$ cat config.mk
export PLATFORM = sky130hd
export DESIGN_NAME = gpio_bank
export DESIGN_NICKNAME = d
export VERILOG_FILES = /design/src/rtl/gpio_bank_pkg.sv /design/src/rtl/gpio_sync.sv /design/src/rtl/gpio_blink_div.sv /design/src/rtl/gpio_group.sv /design/src/rtl/gpio_bank.sv
export SDC_FILE = /design/constraint.sdc
export NUM_CORES = 1
export LEC_CHECK = 0
export BUFFER_PORTS_ARGS = -buffer_cell sky130_fd_sc_hd__buf_2
export CAP_MARGIN = 20
export CORE_MARGIN = 10
export CORE_UTILIZATION = 55
export DETAILED_ROUTE_END_ITERATION = 10
export PLACE_DENSITY = 0.75
export SKIP_LAST_GASP = 1
export SYNTH_ARGS = -nofsm -noshare
export SYNTH_HDL_FRONTEND = slang
export SYNTH_SLANG_ARGS = --single-unit
$ cat constraint.sdc
create_clock -name clk -period 4.6 [get_ports clk]
set_input_delay 0.46 -clock clk [delete_from_list [all_inputs] [get_ports clk]]
set_output_delay 0.46 -clock clk [all_outputs]
set_load 0.01 [all_outputs]
$ cat src/rtl/gpio_bank_pkg.sv
package gpio_bank_pkg;
  localparam int GROUP_W   = 32;
  localparam int REG_SEL_W = 3;

  typedef enum logic [REG_SEL_W-1:0] {
    SEL_DOUT  = 3'd0,
    SEL_ODIS  = 3'd1,
    SEL_BLINK = 3'd2,
    SEL_INV   = 3'd3,
    SEL_DIN   = 3'd4,
    SEL_FLAG  = 3'd5,
    SEL_EEN   = 3'd6,
    SEL_LEN   = 3'd7
  } reg_sel_e;
endpackage

$ cat src/rtl/gpio_sync.sv
module gpio_sync #(
  parameter int W = 32
) (
  input  logic         clk,
  input  logic         rst_n,
  input  logic [W-1:0] async_in,
  output logic [W-1:0] sync_out
);
  logic [W-1:0] stage1_q;
  logic [W-1:0] stage2_q;

  always_ff @(posedge clk or negedge rst_n) begin
    if (!rst_n) begin
      stage1_q <= '0;
      stage2_q <= '0;
    end else begin
      stage1_q <= async_in;
      stage2_q <= stage1_q;
    end
  end

  assign sync_out = stage2_q;
endmodule

$ cat src/rtl/gpio_blink_div.sv
module gpio_blink_div #(
  parameter int BLINK_HALF = 4
) (
  input  logic clk,
  input  logic rst_n,
  output logic phase
);
  localparam int CNT_W = (BLINK_HALF > 1) ? $clog2(BLINK_HALF) : 1;
  localparam logic [CNT_W-1:0] LAST = CNT_W'(BLINK_HALF - 1);

  logic [CNT_W-1:0] cnt_q;
  logic             phase_q;

  always_ff @(posedge clk or negedge rst_n) begin
    if (!rst_n) begin
      cnt_q   <= '0;
      phase_q <= 1'b0;
    end else if (cnt_q == LAST) begin
      cnt_q   <= '0;
      phase_q <= ~phase_q;
    end else begin
      cnt_q <= cnt_q + 1'b1;
    end
  end

  assign phase = phase_q;

  // The wave may only flip after a full half period has been counted.
  assert_blink_cadence_R4: assert property (@(posedge clk) disable iff (!rst_n)
    !$stable(phase_q) |-> ($past(cnt_q) == LAST));
endmodule

$ cat src/rtl/gpio_group.sv
module gpio_group
  import gpio_bank_pkg::*;
#(
  parameter int IRQ_SLICE = 8,
  localparam int NUM_IRQ  = GROUP_W / IRQ_SLICE
) (
  input  logic               clk,
  input  logic               rst_n,
  input  logic               wr_en,
  input  reg_sel_e           sel,
  input  logic [GROUP_W-1:0] wr_data,
  input  logic [GROUP_W-1:0] pad_sync,
  input  logic               blink_phase,
  output logic [GROUP_W-1:0] rd_data,
  output logic [GROUP_W-1:0] pin_out,
  output logic [GROUP_W-1:0] pin_oe,
  output logic [NUM_IRQ-1:0] irq
);
  logic [GROUP_W-1:0] dout_q, odis_q, blink_q, inv_q;
  logic [GROUP_W-1:0] een_q, len_q, flag_q, prev_q;
  logic [GROUP_W-1:0] adj, rise, pend;

  assign adj  = pad_sync ^ inv_q;
  assign rise = adj & ~prev_q;

  always_ff @(posedge clk or negedge rst_n) begin
    if (!rst_n) begin
      dout_q  <= '0;
      odis_q  <= '1;
      blink_q <= '0;
      inv_q   <= '0;
      een_q   <= '0;
      len_q   <= '0;
    end else if (wr_en) begin
      case (sel)
        SEL_DOUT:  dout_q  <= wr_data;
        SEL_ODIS:  odis_q  <= wr_data;
        SEL_BLINK: blink_q <= wr_data;
        SEL_INV:   inv_q   <= wr_data;
        SEL_EEN:   een_q   <= wr_data;
        SEL_LEN:   len_q   <= wr_data;
        default: ;
      endcase
    end
  end

  always_ff @(posedge clk or negedge rst_n) begin
    if (!rst_n) begin
      flag_q <= '0;
      prev_q <= '0;
    end else begin
      prev_q <= adj;
      if (wr_en && sel == SEL_FLAG) flag_q <= (flag_q & wr_data) | rise;
      else                          flag_q <= flag_q | rise;
    end
  end

  always_comb begin
    case (sel)
      SEL_DOUT:  rd_data = dout_q;
      SEL_ODIS:  rd_data = odis_q;
      SEL_BLINK: rd_data = blink_q;
      SEL_INV:   rd_data = inv_q;
      SEL_DIN:   rd_data = adj;
      SEL_FLAG:  rd_data = flag_q;
      SEL_EEN:   rd_data = een_q;
      default:   rd_data = len_q;
    endcase
  end

  assign pend = (flag_q & een_q) | (adj & len_q);

  for (genvar p = 0; p < GROUP_W; p++) begin : g_pin
    assign pin_out[p] = blink_q[p] ? blink_phase : dout_q[p];
    assign pin_oe[p]  = ~odis_q[p];
  end

  for (genvar k = 0; k < NUM_IRQ; k++) begin : g_irq
    assign irq[k] = |pend[k*IRQ_SLICE +: IRQ_SLICE];
  end

  // A flag may only appear where a rising edge was seen one cycle earlier.
  assert_flag_source_R5: assert property (@(posedge clk) disable iff (!rst_n)
    ((flag_q & ~$past(flag_q) & ~$past(rise)) == '0));

  // After an acknowledge, bits written as 0 are gone unless a new edge arrived.
  assert_flag_ack_R6: assert property (@(posedge clk) disable iff (!rst_n)
    (wr_en && sel == SEL_FLAG) |=> ((flag_q & ~$past(wr_data) & ~$past(rise)) == '0));

  // Leaving reset, no interrupt source is enabled or latched.
  assert_reset_quiet_R9: assert property (@(posedge clk) disable iff (!rst_n)
    $rose(rst_n) |-> (een_q == '0 && len_q == '0 && flag_q == '0));
endmodule

$ cat src/rtl/gpio_bank.sv
module gpio_bank
  import gpio_bank_pkg::*;
#(
  parameter int NUM_GROUPS = 2,
  parameter int IRQ_SLICE  = 8,
  parameter int BLINK_HALF = 4,
  localparam int GRP_SEL_W = (NUM_GROUPS > 1) ? $clog2(NUM_GROUPS) : 1,
  localparam int ADDR_W    = REG_SEL_W + GRP_SEL_W,
  localparam int NUM_PINS  = NUM_GROUPS * GROUP_W,
  localparam int IRQ_PER_G = GROUP_W / IRQ_SLICE,
  localparam int NUM_IRQ   = NUM_GROUPS * IRQ_PER_G
) (
  input  logic                clk,
  input  logic                rst_n,
  input  logic                reg_wen,
  input  logic [ADDR_W-1:0]   reg_addr,
  input  logic [GROUP_W-1:0]  reg_wdata,
  output logic [GROUP_W-1:0]  reg_rdata,
  input  logic [NUM_PINS-1:0] pin_in,
  output logic [NUM_PINS-1:0] pin_out,
  output logic [NUM_PINS-1:0] pin_oe,
  output logic [NUM_IRQ-1:0]  irq
);
  logic [NUM_PINS-1:0]  pad_sync;
  logic                 blink_phase;
  logic [GRP_SEL_W-1:0] grp;
  reg_sel_e             sel;
  logic [GROUP_W-1:0]   grp_rd [NUM_GROUPS];

  assign grp = reg_addr[ADDR_W-1:REG_SEL_W];
  assign sel = reg_sel_e'(reg_addr[REG_SEL_W-1:0]);

  gpio_sync #(.W(NUM_PINS)) u_sync (
    .clk      (clk),
    .rst_n    (rst_n),
    .async_in (pin_in),
    .sync_out (pad_sync)
  );

  gpio_blink_div #(.BLINK_HALF(BLINK_HALF)) u_blink (
    .clk   (clk),
    .rst_n (rst_n),
    .phase (blink_phase)
  );

  for (genvar g = 0; g < NUM_GROUPS; g++) begin : g_grp
    gpio_group #(.IRQ_SLICE(IRQ_SLICE)) u_group (
      .clk         (clk),
      .rst_n       (rst_n),
      .wr_en       (reg_wen && (int'(grp) == g)),
      .sel         (sel),
      .wr_data     (reg_wdata),
      .pad_sync    (pad_sync[g*GROUP_W +: GROUP_W]),
      .blink_phase (blink_phase),
      .rd_data     (grp_rd[g]),
      .pin_out     (pin_out[g*GROUP_W +: GROUP_W]),
      .pin_oe      (pin_oe[g*GROUP_W +: GROUP_W]),
      .irq         (irq[g*IRQ_PER_G +: IRQ_PER_G])
    );
  end

  always_comb begin
    reg_rdata = '0;
    for (int g = 0; g < NUM_GROUPS; g++) begin
      if (int'(grp) == g) reg_rdata = grp_rd[g];
    end
  end
endmodule

==> impl_metrics.ini <==
[outcome]
status = finished, final reports clean

[timing]
finalHoldViolations = 0
min_period_ns = 3.52
tightest_slew_ns = 1.02
slew_headroom_pct = 31.8
grt_setup_unrepaired = false
timing.final.crit_share_pct = 76.6
setup_ws_ns = 1.08
clock.fmax_ghz = 0.284
setup_violations = 0
skew_ns = 0.0252
drv_slew = 0
finalSetupTns_ns = 0

[setup_path]
crit_slowest_cell = and2_1
r2r_slack_ns = 2.77
start_kind = primary input
slowest_delay_ns = 0.56
cp.depth = 8
path_buf_inv = 3
path_cells = buf_2 -> buf_4 -> and2_1 -> o21ai_0 -> nand3_1 -> o22ai_1 -> o22ai_1 -> buf_2
cp-endpoint = reg_rdata[13]
rr_endpoint = u_blink.phase
cp_max_fo = 28
crit_required_ns = 4.14
startpoint = reg_addr[0]
arrival_ns = 3.06
reg2reg_from = u_blink.phase
crit_family = buffers and inverters
r2r_cells = 2
crit_type = primary input to output pin
critPathCaptureType = output pin

[place]
numPortBuffers = 270
dpl_worst_slack_ns = 1.19
dp.cells = 3118
dpl.hpwl_um = 56600
place_congestion = 0.925

[routing]
wirelength_um = 86800
routedWlPerCell_um = 26.2
viasPerCell = 6.44
drtIter0Drc = 2433
antenna_left = 0
num_vias = 21316
drc = 0
firstDrtPassIters = 6

[global_route]
antenna_found_initial = 3
grt_max_degree = 122
grt_pass1_wl_um = 134000
overflow = 0
grtUsageTotal_pct = 28.2
grt_pass1_vias = 22019

[final_layout]
fill_cells = 3760
layoutNonFillerInstCount = 3311
nets = 2677
fin_util_pct = 65.2
syn_to_final_growth_pct = 17.3
drive_gt1_share_pct = 32.3

[synth]
synth_edf_count = 0
synth.distinct_cells = 45
synth_top_area_share_pct = 50.8
syn_nets = 2401
syn_inst = 2297
synth_seq_cells = 643
ys_async_sr_fraction_pct = 100
seq_area_frac_synth_pct = 56.7
syn-cell-area_sq_um = 28500
syn_avg_cell_area_sq_um = 12.4
ys_top_cells_by_area = dfrtp_1 (51%), mux2_2 (14%), dfstp_2 (5.9%), o21ai_0 (4.3%), mux2_1 (3.9%)
synthFlopType = dfrtp_1
ys.warnings.count = 0
synth_top_cell_by_area = dfrtp_1

[die]
start_util_pct = 55.6
boundaryPins = 271
fp.dieH_um = 248
die_area_sq_um = 61400
row_count = 83
die_x_um = 248
core_area_sq_um = 51300

[clock_tree]
cts_buffer_depth = 3
path_clk_slew_ns = 0.06
tritoncts = built
cts_made_buffers = 69
clock_latency_ns = 0.62
root_buffer = clkbuf_16
h-tree-depth = 3
cts_sinks = 643
post-cts-setup-buffer-count = 0

[power]
ir_drop_mv = 0.320
total_power_mw = 16.2
leakagePower_nw = 14.7
p_per_area_nw_per_um2 = 485

[flow_run]
drv_cap = 0

[worst_hold_path]
min_path_type = primary input to flop
## cell type report
class | count | area (sq um) | area share, %
timing repair buffer | 383 | 2530 | 7.56
sequential | 643 | 16200 | 48.3
tap | 680 | 851 | 2.54
clock buffer | 113 | 2080 | 6.20
antenna | 3 | 7.51 | 0.0224
multi-input combinational | 1346 | 11200 | 33.4
clock inverter | 13 | 166 | 0.497
inverter | 130 | 488 | 1.46
## cell usage in the layout (no fill, tap or decap), types with 13 or more instances in the layout
cell           instances
dlygate4sd3_1         64
o21ai_0              245
buf_2                267
mux2i_1               24
o32ai_1               27
clkbuf_16             72
a22o_1                90
a31oi_1               41
a221oi_1              57
nand3b_1              43
buf_4                 38
mux2_2               350
inv_1                130
mux2_1                98
a22oi_1               55
nand3_1               16
nor2b_1               13
xor2_1                59
dfrtp_1              578
nand2_1               25
a211oi_1              69
nor2_1                43
dfstp_2               64
a21oi_1               16
clkbuf_1              29
## flip-flops by register name, indices dropped and copies added, names as in the netlist
name,count
g_grp.u_group.blink_q,64
g_grp.u_group.dout_q,64
g_grp.u_group.een_q,64
g_grp.u_group.flag_q,64
g_grp.u_group.inv_q,64
g_grp.u_group.len_q,64
g_grp.u_group.odis_q,64
g_grp.u_group.prev_q,64
u_blink.cnt_q,2
u_blink.phase,1
u_sync.stage1_q,64
u_sync.sync_out,64
## report_power, final
group	internal (mW)	total (mW)	leakage [nW]	switching, mW
clock network	3.26	5.52	1.09	2.26
registers	6.81	7.68	7.45	0.877
logic	1.45	3.04	6.16	1.59
total	11.5	16.2	14.7	4.73
## worst reg2reg max path, delay by kind of cell (launching register included)
kind | cells | cell delay, ns
xor gates and xnor gates | 1 | 0.19
buffers and inverters | 1 | 0.54
DFF | 1 | 1.03
## synth_stat cells (8+ instances only)
master,count
dfrtp_1,579
mux2_2,350
o21ai_0,245
inv_1,130
clkbuf_1,102
mux2_1,98
a22o_1,90
a211oi_1,69
dfstp_2,64
xor2_1,59
a221oi_1,57
buf_2,57
a22oi_1,55
nor2_1,44
nand3b_1,43
a31oi_1,41
nand2_1,27
o32ai_1,27
mux2i_1,24
nand3_1,18
a21oi_1,16
nor2b_1,16
buf_4,11
nand4_1,11
buf_1,8
nor4b_1,8
o22ai_1,8
## how the worst min path moves through the flow
| stage | startpoint | endpoint | slack, ns | cells after the start |
|---|---|---|---|---|
| finish | pin_in[40] | u_sync.stage1_q[40] | 0.06 | 1 |
| global route | pin_in[40] | u_sync.stage1_q[40] | 0.03 | 1 |
| CTS | pin_in[40] | u_sync.stage1_q[40] | 0.03 | 1 |
| detailed placement | u_sync.stage1_q[26] | u_sync.sync_out[26] | 0.33 | 0 |
| global placement | u_sync.stage1_q[19] | u_sync.sync_out[19] | 0.33 | 0 |
| floorplan | rst_n | g_grp[0].u_group.blink_q[0] | 0.16 | 0 |
## per-layer routing
metal	up-vias	global-route usage (%)	wire length, um
li1	8968	-	-
met1	10993	37.5	34500
met2	1128	44.6	40900
met3	223	6.18	8090
met4	4	11.1	3350
met5	-	0	37
## logic make-up (layout without fill, tap and decap cells)
kind of cell	Yosys count	in the layout	synth area share, %
flops	643	643	56.7
buf+inv	308	639	4.45
xor+xnor	65	65	2.00
simple gates	185	185	3.67
mux	472	472	18.5
fa+ha+maj	1	1	0.0438
other cells	0	3	0
compound gates	623	623	14.7
## stage by stage
| step | hold WS, ns | cell area [sq um] |
|---|---|---|
| after global placement | 0.332 | 30600 |
| after global routing | 0.0334 | 33500 |
| final | 0.0557 | 33500 |
| after CTS | 0.0291 | 33500 |
| after detailed placement | 0.335 | 30600 |
| after floorplan | 0.164 | 28500 |
## what timing repair did
action | in CTS | in global routing
endpoints found under the hold margin | 77 | 0
hold buffers | 64 | 0
resized for setup | 0 | 0
Note: power is estimated with default switching activity, not from simulation.
